[src/rtl/gpio_bank_pkg.sv]
package gpio_bank_pkg;
    localparam int ADDR_W = 4;
    localparam int DATA_W = 8;

    localparam logic [ADDR_W-1:0] A_L_DATA = 4'h0;
    localparam logic [ADDR_W-1:0] A_L_MODE = 4'h1;
    localparam logic [ADDR_W-1:0] A_L_PIN  = 4'h2;
    localparam logic [ADDR_W-1:0] A_G_DATA = 4'h4;
    localparam logic [ADDR_W-1:0] A_G_MODE = 4'h5;
    localparam logic [ADDR_W-1:0] A_G_PIN  = 4'h6;
    localparam logic [ADDR_W-1:0] A_C_DATA = 4'h8;
    localparam logic [ADDR_W-1:0] A_C_MODE = 4'h9;
    localparam logic [ADDR_W-1:0] A_C_PIN  = 4'hA;
    localparam logic [ADDR_W-1:0] A_D_DATA = 4'hC;
    localparam logic [ADDR_W-1:0] A_I_PIN  = 4'hE;

    function automatic logic addr_mapped(input logic [ADDR_W-1:0] a);
        return (a == A_L_DATA) || (a == A_L_MODE) || (a == A_L_PIN) ||
               (a == A_G_DATA) || (a == A_G_MODE) || (a == A_G_PIN) ||
               (a == A_C_DATA) || (a == A_C_MODE) || (a == A_C_PIN) ||
               (a == A_D_DATA) || (a == A_I_PIN);
    endfunction

    function automatic logic addr_is_c(input logic [ADDR_W-1:0] a);
        return (a == A_C_DATA) || (a == A_C_MODE) || (a == A_C_PIN);
    endfunction
endpackage

[src/rtl/gpio_sync.sv]
module gpio_sync #(
    parameter int W = 8
) (
    input  logic         clk,
    input  logic         rst_n,
    input  logic [W-1:0] async_in,
    output logic [W-1:0] sync_out
);
    typedef struct packed {
        logic [W-1:0] meta;
        logic [W-1:0] stable;
    } sync_t;

    sync_t st_d, st_q;

    always_comb begin
        st_d        = st_q;
        st_d.meta   = async_in;
        st_d.stable = st_q.meta;
    end

    always_ff @(posedge clk or negedge rst_n) begin
        if (!rst_n) st_q <= '0;
        else        st_q <= st_d;
    end

    assign sync_out = st_q.stable;

    // the output moves only to the value held in the first stage one cycle earlier
    assert_sync_stage_R9: assert property (@(posedge clk) disable iff (!rst_n)
        !$stable(sync_out) |-> (sync_out == $past(st_q.meta)));
endmodule

[src/rtl/gpio_bidir_port.sv]
module gpio_bidir_port #(
    parameter int           W       = 8,
    parameter logic [W-1:0] IN_ONLY = '0
) (
    input  logic         clk,
    input  logic         rst_n,
    input  logic         wr_data,
    input  logic         wr_mode,
    input  logic [W-1:0] wdata,
    input  logic [W-1:0] pad_in,
    output logic [W-1:0] data_q,
    output logic [W-1:0] mode_q,
    output logic [W-1:0] pin_level,
    output logic [W-1:0] pad_oe,
    output logic [W-1:0] pad_out,
    output logic [W-1:0] pad_pu
);
    localparam logic [W-1:0] MODE_KEEP = ~IN_ONLY;

    typedef struct packed {
        logic [W-1:0] data;
        logic [W-1:0] mode;
    } port_t;

    port_t st_d, st_q;

    always_comb begin
        st_d = st_q;
        if (wr_data) st_d.data = wdata;
        if (wr_mode) st_d.mode = wdata & MODE_KEEP;
    end

    always_ff @(posedge clk or negedge rst_n) begin
        if (!rst_n) st_q <= '0;
        else        st_q <= st_d;
    end

    assign data_q = st_q.data;
    assign mode_q = st_q.mode;

    for (genvar i = 0; i < W; i++) begin : g_pad
        if (IN_ONLY[i]) begin : g_in_only
            assign pad_oe[i] = 1'b0;
        end else begin : g_bidir
            assign pad_oe[i] = st_q.mode[i];
        end
        assign pad_out[i] = st_q.data[i];
        assign pad_pu[i]  = ~st_q.mode[i] & st_q.data[i];
    end

    gpio_sync #(.W(W)) u_sync (
        .clk      (clk),
        .rst_n    (rst_n),
        .async_in (pad_in),
        .sync_out (pin_level)
    );

    // input-only pins never hold a mode bit after a mode write
    assert_mode_mask_R6: assert property (@(posedge clk) disable iff (!rst_n)
        wr_mode |=> ((mode_q & IN_ONLY) == '0));
    // mode register only changes on a mode write
    assert_mode_hold_R2: assert property (@(posedge clk) disable iff (!rst_n)
        !wr_mode |=> $stable(mode_q));
    // a written mode value shows on the output enables next cycle
    assert_oe_follow_R2: assert property (@(posedge clk) disable iff (!rst_n)
        wr_mode |=> (pad_oe == ($past(wdata) & MODE_KEEP)));
endmodule

[src/rtl/gpio_port_bank.sv]
module gpio_port_bank
    import gpio_bank_pkg::*;
#(
    parameter int WIDE_W   = 8,
    parameter int NARROW_W = 4
) (
    input  logic                clk,
    input  logic                rst_n,
    input  logic [ADDR_W-1:0]   bus_addr,
    input  logic                bus_wr,
    input  logic [DATA_W-1:0]   bus_wdata,
    output logic [DATA_W-1:0]   bus_rdata,
    input  logic [WIDE_W-1:0]   l_pad_in,
    output logic [WIDE_W-1:0]   l_pad_oe,
    output logic [WIDE_W-1:0]   l_pad_out,
    output logic [WIDE_W-1:0]   l_pad_pu,
    input  logic [WIDE_W-1:0]   g_pad_in,
    output logic [WIDE_W-1:0]   g_pad_oe,
    output logic [WIDE_W-1:0]   g_pad_out,
    output logic [WIDE_W-1:0]   g_pad_pu,
    input  logic [NARROW_W-1:0] c_pad_in,
    output logic [NARROW_W-1:0] c_pad_oe,
    output logic [NARROW_W-1:0] c_pad_out,
    output logic [NARROW_W-1:0] c_pad_pu,
    input  logic [WIDE_W-1:0]   i_pad_in,
    output logic [WIDE_W-1:0]   d_pad_out,
    output logic                halt_req
);
    localparam int HALT_BIT = WIDE_W - 1;
    localparam logic [WIDE_W-1:0] G_IN_ONLY = {2'b11, {(WIDE_W-2){1'b0}}};

    typedef struct packed {
        logic [WIDE_W-1:0] d_reg;
        logic              halt;
        logic [DATA_W-1:0] rdata;
    } top_t;

    top_t st_d, st_q;

    logic [WIDE_W-1:0]   l_data, l_mode, l_pins;
    logic [WIDE_W-1:0]   g_data, g_mode, g_pins;
    logic [NARROW_W-1:0] c_data, c_mode, c_pins;
    logic [WIDE_W-1:0]   i_pins;

    logic wr_l_data, wr_l_mode, wr_g_data, wr_g_mode, wr_c_data, wr_c_mode, wr_d;

    always_comb begin
        wr_l_data = bus_wr && (bus_addr == A_L_DATA);
        wr_l_mode = bus_wr && (bus_addr == A_L_MODE);
        wr_g_data = bus_wr && (bus_addr == A_G_DATA);
        wr_g_mode = bus_wr && (bus_addr == A_G_MODE);
        wr_c_data = bus_wr && (bus_addr == A_C_DATA);
        wr_c_mode = bus_wr && (bus_addr == A_C_MODE);
        wr_d      = bus_wr && (bus_addr == A_D_DATA);
    end

    gpio_bidir_port #(.W(WIDE_W), .IN_ONLY('0)) u_port_l (
        .clk(clk), .rst_n(rst_n), .wr_data(wr_l_data), .wr_mode(wr_l_mode),
        .wdata(bus_wdata[WIDE_W-1:0]), .pad_in(l_pad_in),
        .data_q(l_data), .mode_q(l_mode), .pin_level(l_pins),
        .pad_oe(l_pad_oe), .pad_out(l_pad_out), .pad_pu(l_pad_pu)
    );

    gpio_bidir_port #(.W(WIDE_W), .IN_ONLY(G_IN_ONLY)) u_port_g (
        .clk(clk), .rst_n(rst_n), .wr_data(wr_g_data), .wr_mode(wr_g_mode),
        .wdata(bus_wdata[WIDE_W-1:0]), .pad_in(g_pad_in),
        .data_q(g_data), .mode_q(g_mode), .pin_level(g_pins),
        .pad_oe(g_pad_oe), .pad_out(g_pad_out), .pad_pu(g_pad_pu)
    );

    gpio_bidir_port #(.W(NARROW_W), .IN_ONLY('0)) u_port_c (
        .clk(clk), .rst_n(rst_n), .wr_data(wr_c_data), .wr_mode(wr_c_mode),
        .wdata(bus_wdata[NARROW_W-1:0]), .pad_in(c_pad_in),
        .data_q(c_data), .mode_q(c_mode), .pin_level(c_pins),
        .pad_oe(c_pad_oe), .pad_out(c_pad_out), .pad_pu(c_pad_pu)
    );

    gpio_sync #(.W(WIDE_W)) u_sync_i (
        .clk(clk), .rst_n(rst_n), .async_in(i_pad_in), .sync_out(i_pins)
    );

    always_comb begin
        st_d      = st_q;
        st_d.halt = wr_g_data && bus_wdata[HALT_BIT];
        if (wr_d) st_d.d_reg = bus_wdata[WIDE_W-1:0];
        case (bus_addr)
            A_L_DATA: st_d.rdata = DATA_W'(l_data);
            A_L_MODE: st_d.rdata = DATA_W'(l_mode);
            A_L_PIN:  st_d.rdata = DATA_W'(l_pins);
            A_G_DATA: st_d.rdata = DATA_W'(g_data);
            A_G_MODE: st_d.rdata = DATA_W'(g_mode);
            A_G_PIN:  st_d.rdata = DATA_W'(g_pins);
            A_C_DATA: st_d.rdata = DATA_W'(c_data);
            A_C_MODE: st_d.rdata = DATA_W'(c_mode);
            A_C_PIN:  st_d.rdata = DATA_W'(c_pins);
            A_D_DATA: st_d.rdata = DATA_W'(st_q.d_reg);
            A_I_PIN:  st_d.rdata = DATA_W'(i_pins);
            default:  st_d.rdata = '0;
        endcase
    end

    always_ff @(posedge clk or negedge rst_n) begin
        if (!rst_n) begin
            st_q.d_reg <= '1;
            st_q.halt  <= 1'b0;
            st_q.rdata <= '0;
        end else begin
            st_q <= st_d;
        end
    end

    assign bus_rdata = st_q.rdata;
    assign d_pad_out = st_q.d_reg;
    assign halt_req  = st_q.halt;

    // a halt request only follows a G data write with the top bit set
    assert_halt_cause_R7: assert property (@(posedge clk) disable iff (!rst_n)
        halt_req |-> ($past(bus_wr) && ($past(bus_addr) == A_G_DATA) && $past(bus_wdata[HALT_BIT])));
    // such a write always produces the request
    assert_halt_fire_R7: assert property (@(posedge clk) disable iff (!rst_n)
        (bus_wr && (bus_addr == A_G_DATA) && bus_wdata[HALT_BIT]) |=> halt_req);
    // unmapped addresses return zero
    assert_unmapped_zero_R4: assert property (@(posedge clk) disable iff (!rst_n)
        !addr_mapped($past(bus_addr)) |-> (bus_rdata == '0));
    // narrow port reads have clear upper bits
    assert_c_upper_R5: assert property (@(posedge clk) disable iff (!rst_n)
        addr_is_c($past(bus_addr)) |-> (bus_rdata[DATA_W-1:NARROW_W] == '0));
    // output-only port leaves reset at all ones
    assert_d_preset_R8: assert property (@(posedge clk) disable iff (!rst_n)
        !$past(rst_n) |-> (d_pad_out == '1));
    // input-only G pins are never enabled as outputs
    assert_g_hi_oe_R6: assert property (@(posedge clk) disable iff (!rst_n)
        (g_pad_oe & G_IN_ONLY) == '0);
endmodule

[config.mk]
export PLATFORM = sky130hd
export DESIGN_NAME = gpio_port_bank
export DESIGN_NICKNAME = d
export VERILOG_FILES = /design/src/rtl/gpio_bank_pkg.sv /design/src/rtl/gpio_sync.sv /design/src/rtl/gpio_bidir_port.sv /design/src/rtl/gpio_port_bank.sv
export SDC_FILE = /design/constraint.sdc
export NUM_CORES = 1
export LEC_CHECK = 0
export ABC_AREA = 1
export ABC_CLOCK_PERIOD_IN_PS = 1600
export BUFFER_PORTS_ARGS = -buffer_cell sky130_fd_sc_hd__buf_2
export CELL_PAD_IN_SITES_DETAIL_PLACEMENT = 0
export CELL_PAD_IN_SITES_GLOBAL_PLACEMENT = 2
export CORE_ASPECT_RATIO = 1.5
export CORE_MARGIN = 4
export CORE_UTILIZATION = 33
export CTS_BUF_LIST = sky130_fd_sc_hd__clkbuf_16
export DETAILED_ROUTE_END_ITERATION = 8
export MAX_ROUTING_LAYER = met4
export PLACE_DENSITY_LB_ADDON = 0.1
export SYNTH_ARGS = -nofsm -noshare
export SYNTH_HDL_FRONTEND = slang
export SYNTH_SLANG_ARGS = --single-unit
[constraint.sdc]
create_clock -name clk -period 1.6 [get_ports clk]
set_input_delay 0.16 -clock clk [delete_from_list [all_inputs] [get_ports clk]]
set_output_delay 0.16 -clock clk [all_outputs]
set_load 0.01 [all_outputs]
==> metrics.txt, run 1 <==
# TYPE chip_impl_metric gauge
chip_impl_info{name="outcome",value="finished clean"} 1
chip_impl_metric{name="setup_slack",unit="ns"} 0.396
chip_impl_metric{name="die_height",unit="microns"} 147
chip_impl_metric{name="final_min_period_over_clock_period",unit="%"} 75.3
chip_impl_metric{name="initial_core_util",unit="%"} 33.9
chip_impl_info{name="worstReg2RegEnd",value="bus_rdata[1]"} 1
chip_impl_metric{name="maxCapViolations",unit=""} 0
chip_impl_info{name="synth.top_cells.by_count",value="120 x sky130_fd_sc_hd__nand2_1, 103 x sky130_fd_sc_hd__dfrtp_1, 50 x sky130_fd_sc_hd__nor2_1, 41 x sky130_fd_sc_hd__nand3_1, 35 x sky130_fd_sc_hd__inv_1"} 1
chip_impl_metric{name="drt_first_pass_iters",unit=""} 4
chip_impl_metric{name="ys_async_sr_fraction",unit="%"} 100
chip_impl_info{name="unrepaired_setup_endpoints_after_global_routing",value="false"} 1
chip_impl_metric{name="place_hpwl",unit="microns"} 9190
chip_impl_metric{name="fin_skew",unit="ns"} 0.00720
chip_impl_metric{name="routedWlPerCell",unit="microns"} 16.2
chip_impl_metric{name="antenna_found_initial",unit=""} 0
chip_impl_info{name="cts_tree",value="built"} 1
chip_impl_metric{name="flow.area_growth_from_synthesis",unit="%"} 31.4
chip_impl_metric{name="synth_edf_count",unit=""} 0
chip_impl_metric{name="cts_resized",unit=""} 0
chip_impl_metric{name="leakage_power",unit="nW"} 2.97
chip_impl_info{name="setup.worst_path.start_class",value="flop"} 1
chip_impl_metric{name="post-place-ws",unit="ns"} 0.149
chip_impl_metric{name="antenna_violating_nets_post_route",unit=""} 0
chip_impl_metric{name="synth_cells",unit=""} 436
chip_impl_metric{name="worstPathMaxFanout",unit=""} 3
chip_impl_metric{name="yosysTopAreaCellShare",unit="%"} 60.4
chip_impl_metric{name="sequentialPowerShare",unit="%"} 51.1
chip_impl_info{name="min-delay-path-class",value="in -> reg"} 1
chip_impl_metric{name="layout-drive-gt1-share",unit="%"} 28.5
chip_impl_info{name="crit_path_cell_trace",value="buf_2"} 1
chip_impl_metric{name="worst_slew_margin_rel",unit="%"} 49.1
chip_impl_metric{name="register_to_register_setup_slack",unit="ns"} 0.66
chip_impl_metric{name="first_global_vias",unit=""} 3537
chip_impl_metric{name="switchingPower",unit="mW"} 2.05
chip_impl_metric{name="synth.yosys.seq_area_share",unit="%"} 65.3
chip_impl_metric{name="numPortBuffers",unit=""} 117
chip_impl_metric{name="cts_max_path_buffers",unit=""} 2
chip_impl_metric{name="fp.dieArea",unit="sq um"} 14800
chip_impl_metric{name="timing.final.hold_violations",unit=""} 0
chip_impl_metric{name="cts_inserted_buffers",unit=""} 9
chip_impl_metric{name="clock_latency",unit="ns"} 0.34
chip_impl_info{name="hold_path_startpoint",value="bus_wdata[6]"} 1
chip_impl_metric{name="worst_setup_hold_path_clk_slew",unit="ns"} 0.07
chip_impl_info{name="startpoint",value="d_pad_out[0]"} 1
chip_impl_info{name="worstSetupEndpointType",value="primary output"} 1
chip_impl_metric{name="die-width",unit="microns"} 101
chip_impl_metric{name="critical_path_arrival",unit="ns"} 1.04
chip_impl_metric{name="vias_per_cell",unit=""} 4.51
chip_impl_metric{name="synth.distinct_cells",unit=""} 21
chip_impl_metric{name="syn-mean-instance-area",unit="sq um"} 9.79
chip_impl_metric{name="remaining_drc_errors",unit=""} 0
chip_impl_info{name="crit_type",value="reg -> out"} 1
chip_impl_metric{name="cellInternalPower",unit="mW"} 4.76
chip_impl_metric{name="ys_warn_count",unit=""} 0
chip_impl_metric{name="setup-violations-final",unit=""} 0
chip_impl_info{name="worst_path_max_delay_cell",value="sky130_fd_sc_hd__dfstp_2"} 1
chip_impl_metric{name="grt_start_max_net_pins",unit=""} 41
chip_impl_info{name="synthDominantAreaCellType",value="sky130_fd_sc_hd__dfrtp_1"} 1
chip_impl_metric{name="p_per_area",unit="nW/um^2"} 1210
chip_impl_metric{name="n_antenna_cell",unit=""} 0
chip_impl_metric{name="final_period_minus_worst_setup_slack",unit="ns"} 1.20
chip_impl_metric{name="initialDrtViolationCount",unit=""} 99
chip_impl_metric{name="power_share_of_the_clock_group",unit="%"} 31.1
chip_impl_metric{name="grt_residual_overflow",unit=""} 0
chip_impl_metric{name="cts_htree_levels",unit=""} 3
chip_impl_metric{name="gp_routability_congestion",unit=""} 0.853
chip_impl_info{name="critical_path.endpoint",value="d_pad_out[0]"} 1
chip_impl_metric{name="worst-r2r-cell-count",unit=""} 4
chip_impl_metric{name="timing.fmax",unit="GHz"} 0.830
chip_impl_metric{name="path_buf_inv",unit=""} 1
chip_impl_metric{name="postLayoutCoreUtil",unit="%"} 44.6
chip_impl_metric{name="clkSinkCount",unit=""} 111
chip_impl_info{name="r2r_start",value="u_port_l.mode_q[1]"} 1
chip_impl_metric{name="grt_first_pass_wirelength",unit="microns"} 19400
chip_impl_metric{name="timing.critical_path.depth",unit=""} 1
chip_impl_metric{name="report.final.slew_viol_count",unit=""} 0
chip_impl_metric{name="vdd_drop_max",unit="mV"} 0.638
chip_impl_metric{name="io-pin-count",unit=""} 120
chip_impl_metric{name="rows",unit=""} 50
chip_impl_metric{name="ys_seq_elements",unit=""} 111
chip_impl_metric{name="postRouteWirelength",unit="microns"} 12100
chip_impl_metric{name="synthesis.area",unit="sq um"} 4270
chip_impl_metric{name="timing.critical_path.required",unit="ns"} 1.44
chip_impl_metric{name="finalSetupTns",unit="ns"} 0
chip_impl_info{name="cts_root_buffer_type",value="sky130_fd_sc_hd__clkbuf_16"} 1
chip_impl_info{name="crit_family",value="flip-flops"} 1
chip_impl_metric{name="vias",unit=""} 3381
chip_impl_info{name="ys.flop_type",value="sky130_fd_sc_hd__dfrtp_1"} 1
chip_impl_metric{name="tightestPinTransition",unit="ns"} 0.760
chip_impl_metric{name="worst_path_largest_cell_delay",unit="ns"} 0.57
chip_impl_info{name="synthTopCellsByArea",value="sky130_fd_sc_hd__dfrtp_1 60%, sky130_fd_sc_hd__nand2_1 11%, sky130_fd_sc_hd__dfstp_2 4.9%"} 1
chip_impl_metric{name="post-cts-setup-buffer-count",unit=""} 0
chip_impl_metric{name="pwr-share-comb",unit="%"} 17.9
chip_impl_metric{name="swShare",unit="%"} 30.1
chip_impl_metric{name="finalNetCount",unit=""} 632
chip_impl_info{name="post-synth-top-count-cell",value="sky130_fd_sc_hd__nand2_1"} 1
chip_impl_metric{name="all_layer_gr_usage",unit="%"} 17.9
chip_impl_metric{name="coreArea",unit="sq um"} 12600
## area by class of cell
class | count | area (sq um)
Fill cell | 1273 | 6970
Sequential cell | 111 | 2790
Multi-Input combinational cell | 276 | 1240
Timing Repair Buffer | 154 | 963
Clock buffer | 9 | 225
Tap cell | 156 | 195
Inverter | 37 | 139
Clock inverter | 6 | 52.6
## worst register-to-register path: cells and delay by family (launching register included)
kind,cells,cell delay [ns]
buffers and inverters,1,0.06
and+or+nand+nor,3,0.39
DFF,1,0.43
## cells by family (layout without fill, tap and decap cells)
family / count (synthesis) / after routing / share of synthesized area (%)
AOI/OAI and AO/OA: 48 / 48 / 6.16
DFF: 111 / 111 / 65.3
other: 1 / 2 / 0.0879
and+or+nand+nor: 226 / 226 / 22.8
buffers and inverters: 50 / 206 / 5.57
## metrics by stage
stage | instances | hold slack (ns) | area [sq um] | power, mW
3_5_place_dp | 705 | 0.115 | 5040 | 4.73
6_report | 749 | 0.125 | 5610 | 6.81
5_1_grt | 749 | 0.132 | 5610 | 7.22
4_1_cts | 749 | 0.112 | 5610 | 6.92
3_3_place_gp | 705 | 0.112 | 5040 | 4.72
2_1_floorplan | 437 | -0.136 | 4270 | 4.04
## worst min-delay path by stage
stage / end / slack [ns] / depth (start not counted)
global placement: u_port_l.mode_q[3] / 0.11 / 1
finish: d_pad_out[6] / 0.12 / 3
floorplan: bus_rdata[0] / -0.14 / 0
detailed placement: u_port_l.mode_q[3] / 0.11 / 1
CTS: d_pad_out[6] / 0.11 / 3
global route: d_pad_out[6] / 0.13 / 3
## cells in the final DEF, fill, tap and decap left out
cell type	count
sky130_fd_sc_hd__and3_1	1
sky130_fd_sc_hd__clkbuf_16	9
sky130_fd_sc_hd__nor3_1	1
sky130_fd_sc_hd__inv_1	35
sky130_fd_sc_hd__nor2_1	50
sky130_fd_sc_hd__nand2_2	3
sky130_fd_sc_hd__conb_1	2
sky130_fd_sc_hd__nand3_2	1
sky130_fd_sc_hd__buf_4	7
sky130_fd_sc_hd__clkinv_4	1
sky130_fd_sc_hd__inv_6	2
sky130_fd_sc_hd__dfrtp_1	103
sky130_fd_sc_hd__dlygate4sd3_1	29
sky130_fd_sc_hd__buf_2	116
sky130_fd_sc_hd__nor2_4	4
sky130_fd_sc_hd__buf_12	2
sky130_fd_sc_hd__nand2_4	3
sky130_fd_sc_hd__clkinvlp_4	2
sky130_fd_sc_hd__nor2_2	2
sky130_fd_sc_hd__dfstp_2	8
sky130_fd_sc_hd__o21ai_0	29
sky130_fd_sc_hd__inv_2	2
sky130_fd_sc_hd__o21ai_1	13
sky130_fd_sc_hd__o21ai_2	6
sky130_fd_sc_hd__inv_8	1
sky130_fd_sc_hd__nand2_1	120
sky130_fd_sc_hd__nand3_1	41
## power groups by stage
stage                     logic, mW  registers [mW]  clock network (mW)
after floorplan               0.471            3.57                   0
after global placement         1.17            3.54                   0
after detailed placement       1.19            3.54                   0
after CTS                      1.25            3.49                2.18
after global routing           1.38            3.53                2.31
final                          1.22            3.48                2.12
## flip-flops by register name (all words and copies together) (netlist names)
register / cells
d_pad_out: 8
u_port_l.u_sync.st_d: 8
u_port_l.mode_q: 8
u_port_c.mode_q: 4
u_sync_i.st_d: 8
halt_req: 1
u_port_l.data_q: 8
u_port_l.u_sync.sync_out: 8
u_port_c.u_sync.sync_out: 4
u_port_g.u_sync.sync_out: 8
u_port_g.mode_q: 6
u_port_c.data_q: 4
bus_rdata: 8
u_sync_i.sync_out: 8
u_port_g.u_sync.st_d: 8
u_port_g.data_q: 8
u_port_c.u_sync.st_d: 4
## layer usage
metal / global-route usage, % / wire, microns / part of all wire [%] / up-vias
met5: - / 0 / 0 / -
li1: - / - / - / 1662
met1: 19.9 / 4470 / 37 / 1606
met2: 31.4 / 6770 / 56 / 96
met3: 3.09 / 537 / 4.4 / 17
met4: 6.68 / 348 / 2.9 / 0
## timing repair
| action | 4_1_cts | 5_1_grt |
|---|---|---|
| hold buffers | 29 | 0 |
| endpoints found under the hold margin | 52 | 0 |
| endpoints found under the setup margin | 0 | 0 |
No activity file was read; power rests on OpenSTA's default activity.
==> run 2: changes to the inputs <==
--- a/config.mk
+++ b/config.mk
@@ -6,13 +6,13 @@
 export NUM_CORES = 1
 export LEC_CHECK = 0
 export ABC_AREA = 1
-export ABC_CLOCK_PERIOD_IN_PS = 1600
+export ABC_CLOCK_PERIOD_IN_PS = 1100
 export BUFFER_PORTS_ARGS = -buffer_cell sky130_fd_sc_hd__buf_2
 export CELL_PAD_IN_SITES_DETAIL_PLACEMENT = 0
 export CELL_PAD_IN_SITES_GLOBAL_PLACEMENT = 2
 export CORE_ASPECT_RATIO = 1.5
 export CORE_MARGIN = 4
-export CORE_UTILIZATION = 33
+export CORE_UTILIZATION = 28
 export CTS_BUF_LIST = sky130_fd_sc_hd__clkbuf_16
 export DETAILED_ROUTE_END_ITERATION = 8
 export MAX_ROUTING_LAYER = met4
==> constraint.sdc (replaced) <==
create_clock -name clk -period 1.1 [get_ports clk]
set_input_delay 0.11 -clock clk [delete_from_list [all_inputs] [get_ports clk]]
set_output_delay 0.11 -clock clk [all_outputs]
set_load 0.01 [all_outputs]
==> run 2 against run 1 <==
The flow now finishes with violations (setup timing). Global-route usage decreased by 1.6 points. Combinational power rose by 110%. Worst hold slack worse by 0.047 ns. Via count is 6.5% higher. Cell count grew 14%. Clock power up 58%. Worst setup slack got worse by 0.44 ns. Sequential power grew 44%. Sequential cell count unchanged. Design area up 12%. Sequential share of layout area decreased by 5.3 points.
==> metrics.txt, run 2 (same netlist as run 1, synthesis figures left out) <==
# TYPE chip_impl_metric gauge
chip_impl_metric{name="gp_routability_congestion",unit=""} 0.810
chip_impl_metric{name="routedWlPerCell",unit="microns"} 15.4
chip_impl_metric{name="die-width",unit="microns"} 109
chip_impl_metric{name="timing.critical_path.depth",unit=""} 2
chip_impl_metric{name="initialDrtViolationCount",unit=""} 121
chip_impl_metric{name="finalNetCount",unit=""} 697
chip_impl_metric{name="vias",unit=""} 3600
chip_impl_metric{name="post-place-ws",unit="ns"} -0.183
chip_impl_info{name="min-delay-path-class",value="in -> reg"} 1
chip_impl_info{name="violations",value="setup timing"} 1
chip_impl_metric{name="path_buf_inv",unit=""} 2
chip_impl_metric{name="n_antenna_cell",unit=""} 0
chip_impl_metric{name="die_height",unit="microns"} 159
chip_impl_metric{name="grt_first_pass_wirelength",unit="microns"} 20500
chip_impl_metric{name="cts_max_path_buffers",unit=""} 2
chip_impl_metric{name="clkSinkCount",unit=""} 111
chip_impl_info{name="r2r_start",value="u_port_g.data_q[1]"} 1
chip_impl_metric{name="critical_path_arrival",unit="ns"} 1.04
chip_impl_metric{name="maxCapViolations",unit=""} 0
chip_impl_info{name="worstSetupEndpointType",value="primary output"} 1
chip_impl_metric{name="grt_start_max_net_pins",unit=""} 51
chip_impl_info{name="layout_commonest_cell",value="sky130_fd_sc_hd__nand2_1"} 1
chip_impl_metric{name="timing.final.hold_violations",unit=""} 0
chip_impl_metric{name="final_min_period_over_clock_period",unit="%"} 104
chip_impl_info{name="crit_type",value="reg -> out"} 1
chip_impl_metric{name="worst-r2r-cell-count",unit=""} 5
chip_impl_metric{name="tightestPinTransition",unit="ns"} 0.503
chip_impl_metric{name="timing.fmax",unit="GHz"} 0.871
chip_impl_info{name="crit_family",value="flip-flops"} 1
chip_impl_metric{name="cts_htree_levels",unit=""} 3
chip_impl_metric{name="leakage_power",unit="nW"} 3.33
chip_impl_metric{name="postRouteWirelength",unit="microns"} 13200
chip_impl_metric{name="cell_depth_of_the_worst_min_delay_path",unit=""} 3
chip_impl_metric{name="grt_residual_overflow",unit=""} 0
chip_impl_info{name="worstReg2RegEnd",value="bus_rdata[1]"} 1
chip_impl_metric{name="vias_per_cell",unit=""} 4.20
chip_impl_metric{name="worstPathMaxFanout",unit=""} 3
chip_impl_info{name="final_cell_mix",value="120 x sky130_fd_sc_hd__nand2_1, 106 x sky130_fd_sc_hd__buf_2, 98 x sky130_fd_sc_hd__dfrtp_1"} 1
chip_impl_info{name="min_delay_worst_endpoint",value="halt_req"} 1
chip_impl_metric{name="setup_slack",unit="ns"} -0.0481
chip_impl_metric{name="remaining_drc_errors",unit=""} 0
chip_impl_metric{name="antenna_found_initial",unit=""} 0
chip_impl_metric{name="first_global_vias",unit=""} 3762
chip_impl_metric{name="antenna_violating_nets_post_route",unit=""} 0
chip_impl_metric{name="setup-violations-final",unit=""} 16
chip_impl_metric{name="design_area",unit="sq um"} 6290
chip_impl_info{name="setup.worst_path.start_class",value="flop"} 1
chip_impl_metric{name="coreArea",unit="sq um"} 15000
chip_impl_metric{name="register_to_register_setup_slack",unit="ns"} 0.05
chip_impl_info{name="cts_tree",value="built"} 1
chip_impl_metric{name="drt_first_pass_iters",unit=""} 5
chip_impl_info{name="outcome",value="finished, violations left"} 1
chip_impl_metric{name="p_per_area",unit="nW/um^2"} 1730
chip_impl_metric{name="clock_latency",unit="ns"} 0.35
chip_impl_metric{name="flow.area_growth_from_synthesis",unit="%"} 47.4
chip_impl_metric{name="final_period_minus_worst_setup_slack",unit="ns"} 1.15
chip_impl_metric{name="layout-drive-gt1-share",unit="%"} 37.8
chip_impl_info{name="crit_path_cell_trace",value="buf_4 > buf_2"} 1
chip_impl_metric{name="placed_area",unit="sq um"} 5310
chip_impl_metric{name="worst_setup_hold_path_clk_slew",unit="ns"} 0.08
chip_impl_metric{name="report.final.slew_viol_count",unit=""} 0
chip_impl_metric{name="all_layer_gr_usage",unit="%"} 16.3
chip_impl_metric{name="timing.critical_path.required",unit="ns"} 0.99
chip_impl_metric{name="vdd_drop_max",unit="mV"} 0.749
chip_impl_metric{name="place_hpwl",unit="microns"} 10100
chip_impl_info{name="hold_path_startpoint",value="bus_wdata[7]"} 1
chip_impl_metric{name="rows",unit=""} 55
chip_impl_metric{name="cts_inserted_buffers",unit=""} 9
chip_impl_info{name="unrepaired_setup_endpoints_after_global_routing",value="true"} 1
chip_impl_info{name="worst_path_max_delay_cell",value="sky130_fd_sc_hd__dfrtp_1"} 1
chip_impl_metric{name="worst_path_largest_cell_delay",unit="ns"} 0.42
chip_impl_metric{name="fp.dieArea",unit="sq um"} 17300
chip_impl_metric{name="io-pin-count",unit=""} 120
chip_impl_metric{name="numPortBuffers",unit=""} 117
chip_impl_metric{name="initial_core_util",unit="%"} 28.4
chip_impl_metric{name="worst_slew_margin_rel",unit="%"} 66.5
chip_impl_info{name="cts_root_buffer_type",value="sky130_fd_sc_hd__clkbuf_16"} 1
chip_impl_metric{name="fin_skew",unit="ns"} 0.00604
run 2: final cells by class:
class                      instances  area, sq um
fill                            1595         8710
sequential                       111         2790
timing repair buffer             219         1550
multi-input combinational        276         1260
tap                              199          249
clock buffer                       9          225
inverter                          37          139
clock inverter                     6         76.3
run 2: worst max-delay path by stage:
| stage | start | end | slack, ns |
|---|---|---|---|
| finish | u_port_l.mode_q[4] | l_pad_oe[4] | -0.05 |
| detailed placement | bus_addr[0] | bus_rdata[5] | -0.18 |
| global placement | bus_addr[0] | bus_rdata[5] | -0.18 |
| global route | u_port_l.data_q[7] | l_pad_pu[7] | -0.12 |
| CTS | u_port_l.data_q[2] | l_pad_pu[2] | -0.07 |
| floorplan | bus_addr[1] | u_port_l.data_q[5] | 0.17 |
run 2: tightest hold or removal path: cells and delay by family:
family,cells,cell delay [ns]
buf+inv,2,0.17
simple gates,1,0.11
run 2: where the power goes:
group          internal [mW]  switching (mW)  leakage [nW]
combinational           1.29            1.22          1.85
clock                   1.80            1.56         0.142
sequential              4.62           0.396          1.33
total                   7.71            3.18          3.33
run 2: metal layers:
layer  vias to the layer above  global-route usage (%)  routed length (microns)
met4                         0                    5.11                      324
met5                         -                       -                        0
met1                      1693                    17.7                     4890
met3                        16                    2.27                      477
met2                        87                    29.9                     7510
li1                       1804                       -                        -
run 2: repair_timing:
item,4_1_cts,5_1_grt
endpoints found under the setup margin,32,31
hold endpoints to repair,132,0
pin swaps,6,3
resized for setup,13,14
buffers inserted,38,6
hold buffers,29,0
run 2: per-stage QoR:
| stage | std cells | utilization (%) | hold WS, ns | power (mW) | TNS (ns) |
|---|---|---|---|---|---|
| 6_report | 857 | 41.9 | 0.0772 | 10.9 | -0.251 |
| 5_1_grt | 857 | 41.9 | 0.113 | 11.5 | -1.61 |
| 4_1_cts | 851 | 41.4 | 0.0713 | 11.0 | -0.678 |
| 3_5_place_dp | 774 | 35.4 | -0.0431 | 7.03 | -5.71 |
| 3_3_place_gp | 774 | 35.4 | -0.0355 | 7.01 | -5.13 |
| 2_1_floorplan | 437 | - | -0.186 | 5.88 | 0 |
